<file path="src/rtl/timer_pkg.sv">
// Package: shared register offsets and control-field positions for the
// multi-channel auto-reload timer.
// Assumes: the register offset occupies the two low address bits.
package timer_pkg;

    typedef enum logic [1:0] {
        REG_CTRL   = 2'd0,
        REG_RELOAD = 2'd1,
        REG_COUNT  = 2'd2,
        REG_STATUS = 2'd3
    } reg_sel_e;

    localparam int CTRL_EN_BIT      = 0;
    localparam int CTRL_ONESHOT_BIT = 1;
    localparam int CTRL_SEL_LSB     = 2;
    localparam int STAT_FLAG_BIT    = 0;

endpackage

</file>
<file path="src/rtl/timer_prescaler.sv">
// Module: per-channel clock divider producing a count-enable pulse.
// Behaviour: a free-running divider counter advances while run is high.
// tick fires when the low `sel` bits of the counter are all ones, which
// gives one pulse every 2^sel clocks. restart clears the counter.
// Assumes: sel is stable while running, or the resulting phase change is acceptable.
module timer_prescaler #(
    parameter int SEL_W = 3,
    localparam int DIV_W = (1 << SEL_W) - 1
) (
    input  logic             clk,
    input  logic             rst_n,
    input  logic             restart,
    input  logic             run,
    input  logic [SEL_W-1:0] sel,
    output logic             tick
);

    logic [DIV_W-1:0] div_q;
    logic [DIV_W-1:0] mask;

    // Mask of the low bits that must be all ones for a tick.
    always_comb begin
        mask = ~({DIV_W{1'b1}} << sel);
        tick = run && ((div_q & mask) == mask);
    end

    // Divider counter: cleared on reset or restart, advances while running.
    always_ff @(posedge clk) begin
        if (!rst_n) begin
            div_q <= '0;
        end else if (restart) begin
            div_q <= '0;
        end else if (run) begin
            div_q <= div_q + DIV_W'(1);
        end
    end

endmodule

</file>
<file path="src/rtl/timer_addr_decode.sv">
// Module: splits the register address into a one-hot channel select and
// per-channel write strobes for the control, reload and status registers.
// Assumes: addresses whose channel field is not below NUM_CH select nothing.
module timer_addr_decode #(
    parameter int NUM_CH = 6,
    parameter int CH_W   = 3,
    localparam int ADDR_W = CH_W + 2
) (
    input  logic                  bus_wr,
    input  logic [ADDR_W-1:0]     bus_addr,
    output logic [NUM_CH-1:0]     ch_hit,
    output timer_pkg::reg_sel_e   reg_sel,
    output logic [NUM_CH-1:0]     ctrl_we,
    output logic [NUM_CH-1:0]     reload_we,
    output logic [NUM_CH-1:0]     status_we
);
    import timer_pkg::*;

    logic [CH_W-1:0] ch_field;

    // Field split of the incoming address.
    always_comb begin
        ch_field = bus_addr[ADDR_W-1:2];
        reg_sel  = reg_sel_e'(bus_addr[1:0]);
    end

    for (genvar i = 0; i < NUM_CH; i++) begin : g_dec
        // Per-channel select and write strobes.
        always_comb begin
            ch_hit[i]    = (ch_field == CH_W'(i));
            ctrl_we[i]   = bus_wr && ch_hit[i] && (reg_sel == REG_CTRL);
            reload_we[i] = bus_wr && ch_hit[i] && (reg_sel == REG_RELOAD);
            status_we[i] = bus_wr && ch_hit[i] && (reg_sel == REG_STATUS);
        end
    end

endmodule

</file>
<file path="src/rtl/timer_channel.sv">
// Module: one auto-reload timer channel with its own prescaler, counter,
// reload register, control bits and sticky overflow flag.
// Assumes: at most one write strobe is active per cycle. Count writes are
// filtered out upstream.
module timer_channel #(
    parameter int CNT_W = 16,
    parameter int SEL_W = 3
) (
    input  logic             clk,
    input  logic             rst_n,
    input  logic             ctrl_we,
    input  logic             reload_we,
    input  logic             status_we,
    input  logic [CNT_W-1:0] wdata,
    output logic             en,
    output logic             oneshot,
    output logic [SEL_W-1:0] sel,
    output logic [CNT_W-1:0] reload,
    output logic [CNT_W-1:0] count,
    output logic             flag
);
    import timer_pkg::*;

    logic start;
    logic tick;
    logic wrap;

    // Start on an enable write to a stopped channel; wrap on a step from all ones.
    always_comb begin
        start = ctrl_we && wdata[CTRL_EN_BIT] && !en;
        wrap  = tick && (count == {CNT_W{1'b1}});
    end

    timer_prescaler #(.SEL_W(SEL_W)) u_pre (
        .clk     (clk),
        .rst_n   (rst_n),
        .restart (start),
        .run     (en),
        .sel     (sel),
        .tick    (tick)
    );

    // Control bits: software write, or self-stop at a single-shot wrap.
    always_ff @(posedge clk) begin
        if (!rst_n) begin
            en      <= 1'b0;
            oneshot <= 1'b0;
            sel     <= '0;
        end else if (ctrl_we) begin
            en      <= wdata[CTRL_EN_BIT];
            oneshot <= wdata[CTRL_ONESHOT_BIT];
            sel     <= wdata[CTRL_SEL_LSB +: SEL_W];
        end else if (wrap && oneshot) begin
            en      <= 1'b0;
        end
    end

    // Reload register: written by software only.
    always_ff @(posedge clk) begin
        if (!rst_n) begin
            reload <= '0;
        end else if (reload_we) begin
            reload <= wdata;
        end
    end

    // Counter: load at start, step on each tick, reload on wrap.
    always_ff @(posedge clk) begin
        if (!rst_n) begin
            count <= '0;
        end else if (start) begin
            count <= reload;
        end else if (wrap) begin
            count <= reload;
        end else if (tick) begin
            count <= count + CNT_W'(1);
        end
    end

    // Sticky overflow flag: a wrap sets it and takes priority over a clear.
    always_ff @(posedge clk) begin
        if (!rst_n) begin
            flag <= 1'b0;
        end else if (wrap) begin
            flag <= 1'b1;
        end else if (status_we && wdata[STAT_FLAG_BIT]) begin
            flag <= 1'b0;
        end
    end

endmodule

</file>
<file path="src/rtl/multi_reload_timer.sv">
// Module: top of the multi-channel auto-reload timer. It decodes the register
// window, instantiates one channel per NUM_CH and multiplexes read data.
// Assumes: CNT_W is at least SEL_W + 2 so the control fields fit one word.
module multi_reload_timer #(
    parameter int NUM_CH = 6,
    parameter int CNT_W  = 16,
    parameter int SEL_W  = 3,
    localparam int CH_W   = (NUM_CH > 1) ? $clog2(NUM_CH) : 1,
    localparam int ADDR_W = CH_W + 2
) (
    input  logic              clk,
    input  logic              rst_n,
    input  logic              bus_wr,
    input  logic [ADDR_W-1:0] bus_addr,
    input  logic [CNT_W-1:0]  bus_wdata,
    output logic [CNT_W-1:0]  bus_rdata,
    output logic [NUM_CH-1:0] irq
);
    import timer_pkg::*;

    logic [NUM_CH-1:0]            ch_hit;
    reg_sel_e                     reg_sel;
    logic [NUM_CH-1:0]            ctrl_we;
    logic [NUM_CH-1:0]            reload_we;
    logic [NUM_CH-1:0]            status_we;
    logic [NUM_CH-1:0]            en_vec;
    logic [NUM_CH-1:0]            oneshot_vec;
    logic [NUM_CH-1:0]            flag_vec;
    logic [NUM_CH-1:0][SEL_W-1:0] sel_vec;
    logic [NUM_CH-1:0][CNT_W-1:0] reload_vec;
    logic [NUM_CH-1:0][CNT_W-1:0] cnt_vec;

    timer_addr_decode #(.NUM_CH(NUM_CH), .CH_W(CH_W)) u_dec (
        .bus_wr    (bus_wr),
        .bus_addr  (bus_addr),
        .ch_hit    (ch_hit),
        .reg_sel   (reg_sel),
        .ctrl_we   (ctrl_we),
        .reload_we (reload_we),
        .status_we (status_we)
    );

    for (genvar i = 0; i < NUM_CH; i++) begin : g_ch
        timer_channel #(.CNT_W(CNT_W), .SEL_W(SEL_W)) u_ch (
            .clk       (clk),
            .rst_n     (rst_n),
            .ctrl_we   (ctrl_we[i]),
            .reload_we (reload_we[i]),
            .status_we (status_we[i]),
            .wdata     (bus_wdata),
            .en        (en_vec[i]),
            .oneshot   (oneshot_vec[i]),
            .sel       (sel_vec[i]),
            .reload    (reload_vec[i]),
            .count     (cnt_vec[i]),
            .flag      (flag_vec[i])
        );
    end

    // Interrupt outputs mirror the sticky flags.
    always_comb begin
        irq = flag_vec;
    end

    // Read multiplexer: selected channel and register, zero elsewhere.
    always_comb begin
        bus_rdata = '0;
        for (int k = 0; k < NUM_CH; k++) begin
            if (ch_hit[k]) begin
                case (reg_sel)
                    REG_CTRL:   bus_rdata = CNT_W'({sel_vec[k], oneshot_vec[k], en_vec[k]});
                    REG_RELOAD: bus_rdata = reload_vec[k];
                    REG_COUNT:  bus_rdata = cnt_vec[k];
                    REG_STATUS: bus_rdata = CNT_W'(flag_vec[k]);
                    default:    bus_rdata = '0;
                endcase
            end
        end
    end

endmodule

</file>
<file path="config.mk">
export PLATFORM = sky130hd
export DESIGN_NAME = multi_reload_timer
export DESIGN_NICKNAME = d
export VERILOG_FILES = /design/src/rtl/timer_pkg.sv /design/src/rtl/timer_prescaler.sv /design/src/rtl/timer_addr_decode.sv /design/src/rtl/timer_channel.sv /design/src/rtl/multi_reload_timer.sv
export SDC_FILE = /design/constraint.sdc
export NUM_CORES = 1
export LEC_CHECK = 0
export BUFFER_PORTS_ARGS = -buffer_cell sky130_fd_sc_hd__buf_2
export CAP_MARGIN = 20
export CELL_PAD_IN_SITES_DETAIL_PLACEMENT = 2
export CELL_PAD_IN_SITES_GLOBAL_PLACEMENT = 2
export CORE_ASPECT_RATIO = 0.6
export CORE_UTILIZATION = 43
export CTS_CLUSTER_SIZE = 40
export DETAILED_ROUTE_END_ITERATION = 6
export PLACE_DENSITY_LB_ADDON = 0.25
export SLEW_MARGIN = 15
export SYNTH_ARGS = -nofsm -noshare
export SYNTH_HDL_FRONTEND = slang
export SYNTH_HIERARCHICAL = 1
export SYNTH_SLANG_ARGS = --single-unit
</file>
<file path="constraint.sdc">
create_clock -name clk -period 4.1 [get_ports clk]
set_input_delay 0.41 -clock clk [delete_from_list [all_inputs] [get_ports clk]]
set_output_delay 0.41 -clock clk [all_outputs]
set_load 0.05 [all_outputs]
</file>
==> results of run 1 <==
==> synthesized netlist by cell type (28+ instances only) <==
| cell | n |
|---|---|
| dfxtp_1 | 270 |
| nor2_1 | 232 |
| nand2_1 | 165 |
| mux2i_1 | 164 |
| a21oi_1 | 73 |
| o21ai_0 | 69 |
| nand3_1 | 58 |
| clkbuf_1 | 48 |
| nand4_1 | 36 |
| xor2_1 | 36 |
| a22oi_1 | 35 |
| a221oi_1 | 33 |
| a221o_1 | 29 |
| buf_2 | 28 |
| nor3_1 | 28 |
==> sequential cells by signal, indices dropped and copies added, names as in the netlist <==
name                   flops
g_ch.u_ch/u_pre/div_q     42
g_ch.u_ch/en               6
g_ch.u_ch/count           96
g_ch.u_ch/oneshot          6
g_ch.u_ch/reload          96
g_ch.u_ch/flag             6
g_ch.u_ch/sel             18
==> cell families after synthesis <==
logic type      count (synthesis)
fa+ha+maj                      12
xor+xnor                       58
mux                           174
compound gates                428
buf+inv                       151
flops                         270
simple gates                  721
==> worst min-delay path: stages <==
cell     delay, ns
buf_2         0.19
mux2i_1       0.16
nor2_1        0.06
==> final timing paths <==
check                                            startpoint                       to  slack (ns)  depth (start not counted)
worst max register to register  g_ch[0].u_ch/u_pre/div_q[0]    g_ch[0].u_ch/count[6]        1.00                         10
worst max-delay path                            bus_addr[1]             bus_rdata[2]        0.59                          8
worst min register to register      g_ch[3].u_ch/reload[15]   g_ch[3].u_ch/count[15]        0.49                          2
worst min-delay path                          bus_wdata[15]  g_ch[0].u_ch/reload[15]        0.30                          3
==> where the power goes <==
part	internal (mW)	switching, mW	total, mW
sequential	2.65	0.0682	2.72
combinational	0.146	0.386	0.532
clock	1.74	1.22	2.95
total	4.53	1.67	6.21
==> layer usage <==
metal  vias up  share of wire, %
met3       203               9.9
met1      8051                42
met2       810                43
li1       6706                 -
met5         -                 0
met4         0               4.2
==> metrics by stage <==
stage	hold WS, ns	total power, mW	setup slack [ns]	cells	instance area, um2
2_1_floorplan	0.441	3.07	0.873	1814	15600
3_5_place_dp	0.472	3.27	0.705	2248	16100
3_3_place_gp	0.453	3.25	0.823	2248	16100
4_1_cts	0.261	6.20	0.694	2299	17100
5_1_grt	0.293	6.34	0.571	2302	17100
6_report	0.295	6.21	0.594	2303	17100
==> cell type report <==
class                   count  area (um2)
well taps                 467         584
flip-flops and latches    270        5410
clock inverters            15         231
diodes                      3        7.51
inverters                  35         131
repair buffers             84         538
multi-input cells        1393        9440
fillers                  3858       18200
clock buffers              36         792
==> out/metrics.yaml, run 1 <==
syn_inst: 1814
yosys_warnings: 6
synth_fa_ha_area_share_pct: 0.962
grt.total_usage_pct: 38.2
ys_seq_elements: 270
syn_avg_cell_area_um2: 8.61
ant_nets: 0
maxCapViolCount: 0
grtUsageMet3_pct: 8.68
clkLatencyLatePin_ns: 0.59
first_iter_violations: 1618
critPathRequiredTime_ns: 3.69
antenna_found_initial: 2
rows: 53
post_route_cells_drive_above_1_share_pct: 12.1
cts_tree: "yes"
grt_max_degree: 50
cellPowerDensity_mw_per_mm2: 362
fp.dieH_um: 150
ioPinCount: 46
status: "finished clean"
synth_area_leader_cell: "dfxtp_1"
cts-root-buf: "clkbuf_16"
synth_compound_area_share_pct: 19.4
max_freq_mhz: 285
syn_nets: 1850
cp_cell_sequence: "buf_2, buf_4, nor2b_4, buf_4, a2bb2oi_1, a21oi_1, a22o_1, buf_2"
dpl.hpwl_um: 47600
syn2layout_area_growth_pct: 9.73
worstSetupEndpointType: "output pin"
yosys.area.top_type_share_pct: 34.6
muxShareOfSynthArea_pct: 11.6
min_path_type: "primary input to flop"
die_w_um: 248
final_common_cell: "dfxtp_1"
grt_pass1_vias: 16500
grt_pass1_wl_um: 107000
synth_top_flop_cell: "dfxtp_1"
path_delay_family: "buffers and inverters"
synth-simple-area-share_pct: 24.9
clk_pin_slew_ns: 0.07
clockBufferDepth: 3
synthArstFlopShare_pct: 0
skew_ns: 0.0144
cts_num_sinks: 270
port_buffers: 45
post_cts_buffers: 0
arrival_ns: 3.10
p_leak_nw: 6.28
cts.repair.resized: 0
hold_violations: 0
grt_setup_unrepaired: "false"
overflow: 0
vias: 15800
htree_levels: 1
start_util_pct: 44.2
cp_slowest_cell: "buf_2"
start_kind: "primary input"
slew_headroom_pct: 41.1
tightestPinTransition_ns: 0.884
utilization_pct: 48.5
path_max_fanout: 49
met2_usage_pct: 58.8
yosys-top-cells-area: "dfxtp_1 35%, mux2i_1 11%, nor2_1 5.6%"
fin_setup_tns_ns: 0
syn-cell-area_mm2: 0.0156
period_minus_slack_ns: 3.51
cts_buffers: 28
hold_buffers: 0
critPathBufInv: 4
viasPerCell: 6.85
wirelength_um: 71400
core_area_mm2: 0.0353
synth_top_family_by_area: "simple AND/OR/NAND/NOR gates"
layout.nets: 1848
ys_types: 72
gp_congestion: 0.930
use_met1_pct: 51.9
drc: 0
synthXorXnorAreaFrac_pct: 3.25
setup_viol: 0
synth_edf_count: 0
wl_per_cell_um: 31.0
cp_slowest_stage_delay_ns: 0.53
top_usage_layer: "met2"
fp.dieArea_mm2: 0.0371
slew_violations: 0
synth_seq_area_share_pct: 34.6
ir_drop_v: 0.000288
drt-pass1-iter-count: 7
mostFrequentLayoutCells: "270 x dfxtp_1, 230 x nor2_1, 165 x nand2_1"
fin_crit_sh_pct: 85.5
worstSetupPathType: "primary input to output pin"
Power figures use the tool's default switching activity.
==> inputs of run 2 (changes only) <==
- CORE_UTILIZATION: 43 -> 41
- SETUP_SLACK_MARGIN: not set -> 0.5
- SYNTH_HIERARCHICAL: 1 -> not set
==> run 2 against run 1 <==
Against the previous run: largest power group unchanged; clock skew is 0.00075 ns lower; sequential share of layout area is 2.0 points higher; combinational power is 22% lower; non-clock buffer count is 8 lower; critical path depth is 2 higher.
==> out/metrics.yaml, run 2 <==
grt.total_usage_pct: 36.4
slew_headroom_pct: 26.4
clk_pin_slew_ns: 0.07
r2r_start: "g_ch[3].u_ch.count[7]"
synth_edf_count: 0
yosys.area.top_type_share_pct: 36.8
syn_nets: 1912
first_iter_violations: 1600
synthTopCellsByCount: "324 x nand2_1, 270 x dfxtp_1, 188 x a21oi_1"
yosys_warnings: 0
hold_buffers: 0
clkLatencyLatePin_ns: 0.57
maxCapViolCount: 0
clockBufferDepth: 3
fin_crit_sh_pct: 81.7
min_from: "bus_wdata[5]"
swShare_pct: 27.0
fill_cells: 3964
die_w_um: 246
synth_seq_area_share_pct: 36.8
biggestRegsByFlops: "g_ch.u_ch.count x96, g_ch.u_ch.reload x96, g_ch.u_ch.u_pre.div_q x42"
grt_pass1_vias: 15900
cellPowerDensity_mw_per_mm2: 361
gp_congestion: 0.915
skew_ns: 0.0136
postPlaceCellArea_mm2: 0.0152
rows: 53
whs_endpoint: "g_ch[3].u_ch.reload[5]"
cts_num_sinks: 270
layout.nets: 1880
syn_avg_cell_area_um2: 7.82
path_max_fanout: 20
hold_violations: 0
start_kind: "primary input"
rrSetupSlack_ns: 1.14
period_minus_slack_ns: 3.35
tightestPinTransition_ns: 1.10
cts_tree: "yes"
htree_levels: 1
critPathRequiredTime_ns: 3.69
cts.repair.resized: 0
wirelength_um: 67700
wl_per_cell_um: 29.0
syn_inst: 1876
grt_setup_unrepaired: "false"
core_area_mm2: 0.0351
synthArstFlopShare_pct: 0
fin_setup_tns_ns: 0
port_buffers: 45
ioPinCount: 46
final_common_cell: "nand2_1"
ir_drop_v: 0.000271
setup_viol: 0
ys_seq_elements: 270
vias: 15700
syn-cell-area_mm2: 0.0147
p_clk_share_pct: 47.0
ff2ff_path_depth: 6
overflow: 0
worstSetupEndpointType: "output pin"
ys_types: 83
cts-root-buf: "clkbuf_16"
stdcell_area_mm2: 0.0161
r2r-end: "g_ch[3].u_ch.count[12]"
viasPerCell: 6.73
post_cts_buffers: 0
p_switching_mw: 1.57
grt_max_degree: 86
start_util_pct: 41.8
slew_violations: 0
internal_power_mw: 4.25
ant_nets: 0
synth_area_leader_cell: "dfxtp_1"
synth_most_common_cell: "nand2_1"
combPwrFrac_pct: 7.2
post_route_cells_drive_above_1_share_pct: 9.22
cts_buffers: 29
synth_top_flop_cell: "dfxtp_1"
dpl.hpwl_um: 47000
min_path_type: "primary input to flop"
grt_pass1_wl_um: 101000
drc: 0
drt-pass1-iter-count: 5
max_freq_mhz: 298
yosys-top-cells-area: "dfxtp_1 37%, nand2_1 8.3%, a21oi_1 6.4%"
syn2layout_area_growth_pct: 9.89
worstSetupPathType: "primary input to output pin"
holdPathStages: 3
p_leak_nw: 5.43
arrival_ns: 2.94
fp.dieArea_mm2: 0.0366
antenna_found_initial: 0
seqPwrFrac_pct: 45.9
mostFrequentLayoutCells: "324 x nand2_1, 270 x dfxtp_1, 188 x a21oi_1"
fp.dieH_um: 149
status: "finished clean"
[run 2: cell count changes in the layout (fill, tap and decap cells not counted), moves of 16 or more]
cell      previous run  this run
nand2_1            165       324
a21oi_1             73       188
mux2i_1            164        68
nor2_1             230       141
a221o_1             29         1
o21ai_0             69        97
a22o_1              26         0
a211oi_1            22        44
o22ai_1              2        23
nand4_1             36        56
nor4_1              24         5
nor3_1              23        41
o31ai_1             26         8
xnor2_1             22         6
[run 2: stage by stage]
| step | setup WS, ns | hold slack [ns] | std cells | total power, mW | util (%) |
|---|---|---|---|---|---|
| finish | 0.749 | 0.244 | 2334 | 5.82 | 45.9 |
| global route | 0.644 | 0.233 | 2333 | 5.94 | 45.9 |
| CTS | 0.812 | 0.218 | 2332 | 5.83 | 45.9 |
| detailed placement | 0.828 | 0.463 | 2279 | 3.13 | 43.1 |
| global placement | 0.922 | 0.457 | 2279 | 3.12 | 43.1 |
| floorplan | 0.907 | 0.446 | 1876 | 2.96 | - |
[run 2: area by class of cell]
cell class	count	area [um2]	area share (%)
Inverter	19	73.8	0.458
Clock inverter	17	153	0.947
Clock buffer	36	802	4.97
Timing Repair Buffer	76	483	2.99
Antenna cell	1	2.50	0.0155
Sequential cell	270	5410	33.5
Tap cell	467	584	3.62
Multi-Input combinational cell	1448	8620	53.5
[run 2: cells by family after synthesis]
kind of cell             count (synthesis)  synth area share, %
multiplexers                            74                 5.41
AND/OR/NAND/NOR                        758                 24.8
flip-flops                             270                 36.8
buffers and inverters                  158                 4.55
AO/OA/AOI/OAI                          566                 25.2
XOR/XNOR                                38                 2.27
adder cells (fa/ha/maj)                 12                 1.02
[run 2: power groups by stage]
stage	sequential [mW]	clock, mW	combinational (mW)
floorplan	2.71	0	0.242
global placement	2.73	0	0.389
detailed placement	2.73	0	0.401
CTS	2.67	2.75	0.404
global route	2.67	2.84	0.431
finish	2.67	2.74	0.417
[run 2: routing by layer]
| layer | GRT usage [%] | up-vias | wire length (um) |
|---|---|---|---|
| met4 | 12.0 | 0 | 2240 |
| met2 | 53.5 | 651 | 28600 |
| met1 | 52.1 | 8046 | 31000 |
| met3 | 8.21 | 136 | 5830 |
| met5 | 0 | - | 0 |
| li1 | - | 6872 | - |
[run 2: worst max-delay path by stage]
stage                      from       endpoint  cells past startpoint
detailed placement  bus_addr[0]   bus_rdata[2]                     10
global route        bus_addr[0]   bus_rdata[2]                     10
floorplan           bus_addr[1]  bus_rdata[15]                      8
finish              bus_addr[0]   bus_rdata[2]                     10
CTS                 bus_addr[0]   bus_rdata[2]                     10
global placement    bus_addr[0]   bus_rdata[2]                     10
[run 2: critical path: stages]
cell and delay [ns]:
buf_2 0.12, buf_4 0.31, buf_4 0.45, mux2i_1 0.15, nor2_1 0.14, a21oi_1 0.08, a211oi_1 0.44, a221oi_1 0.10
o22ai_1 0.36, buf_2 0.34
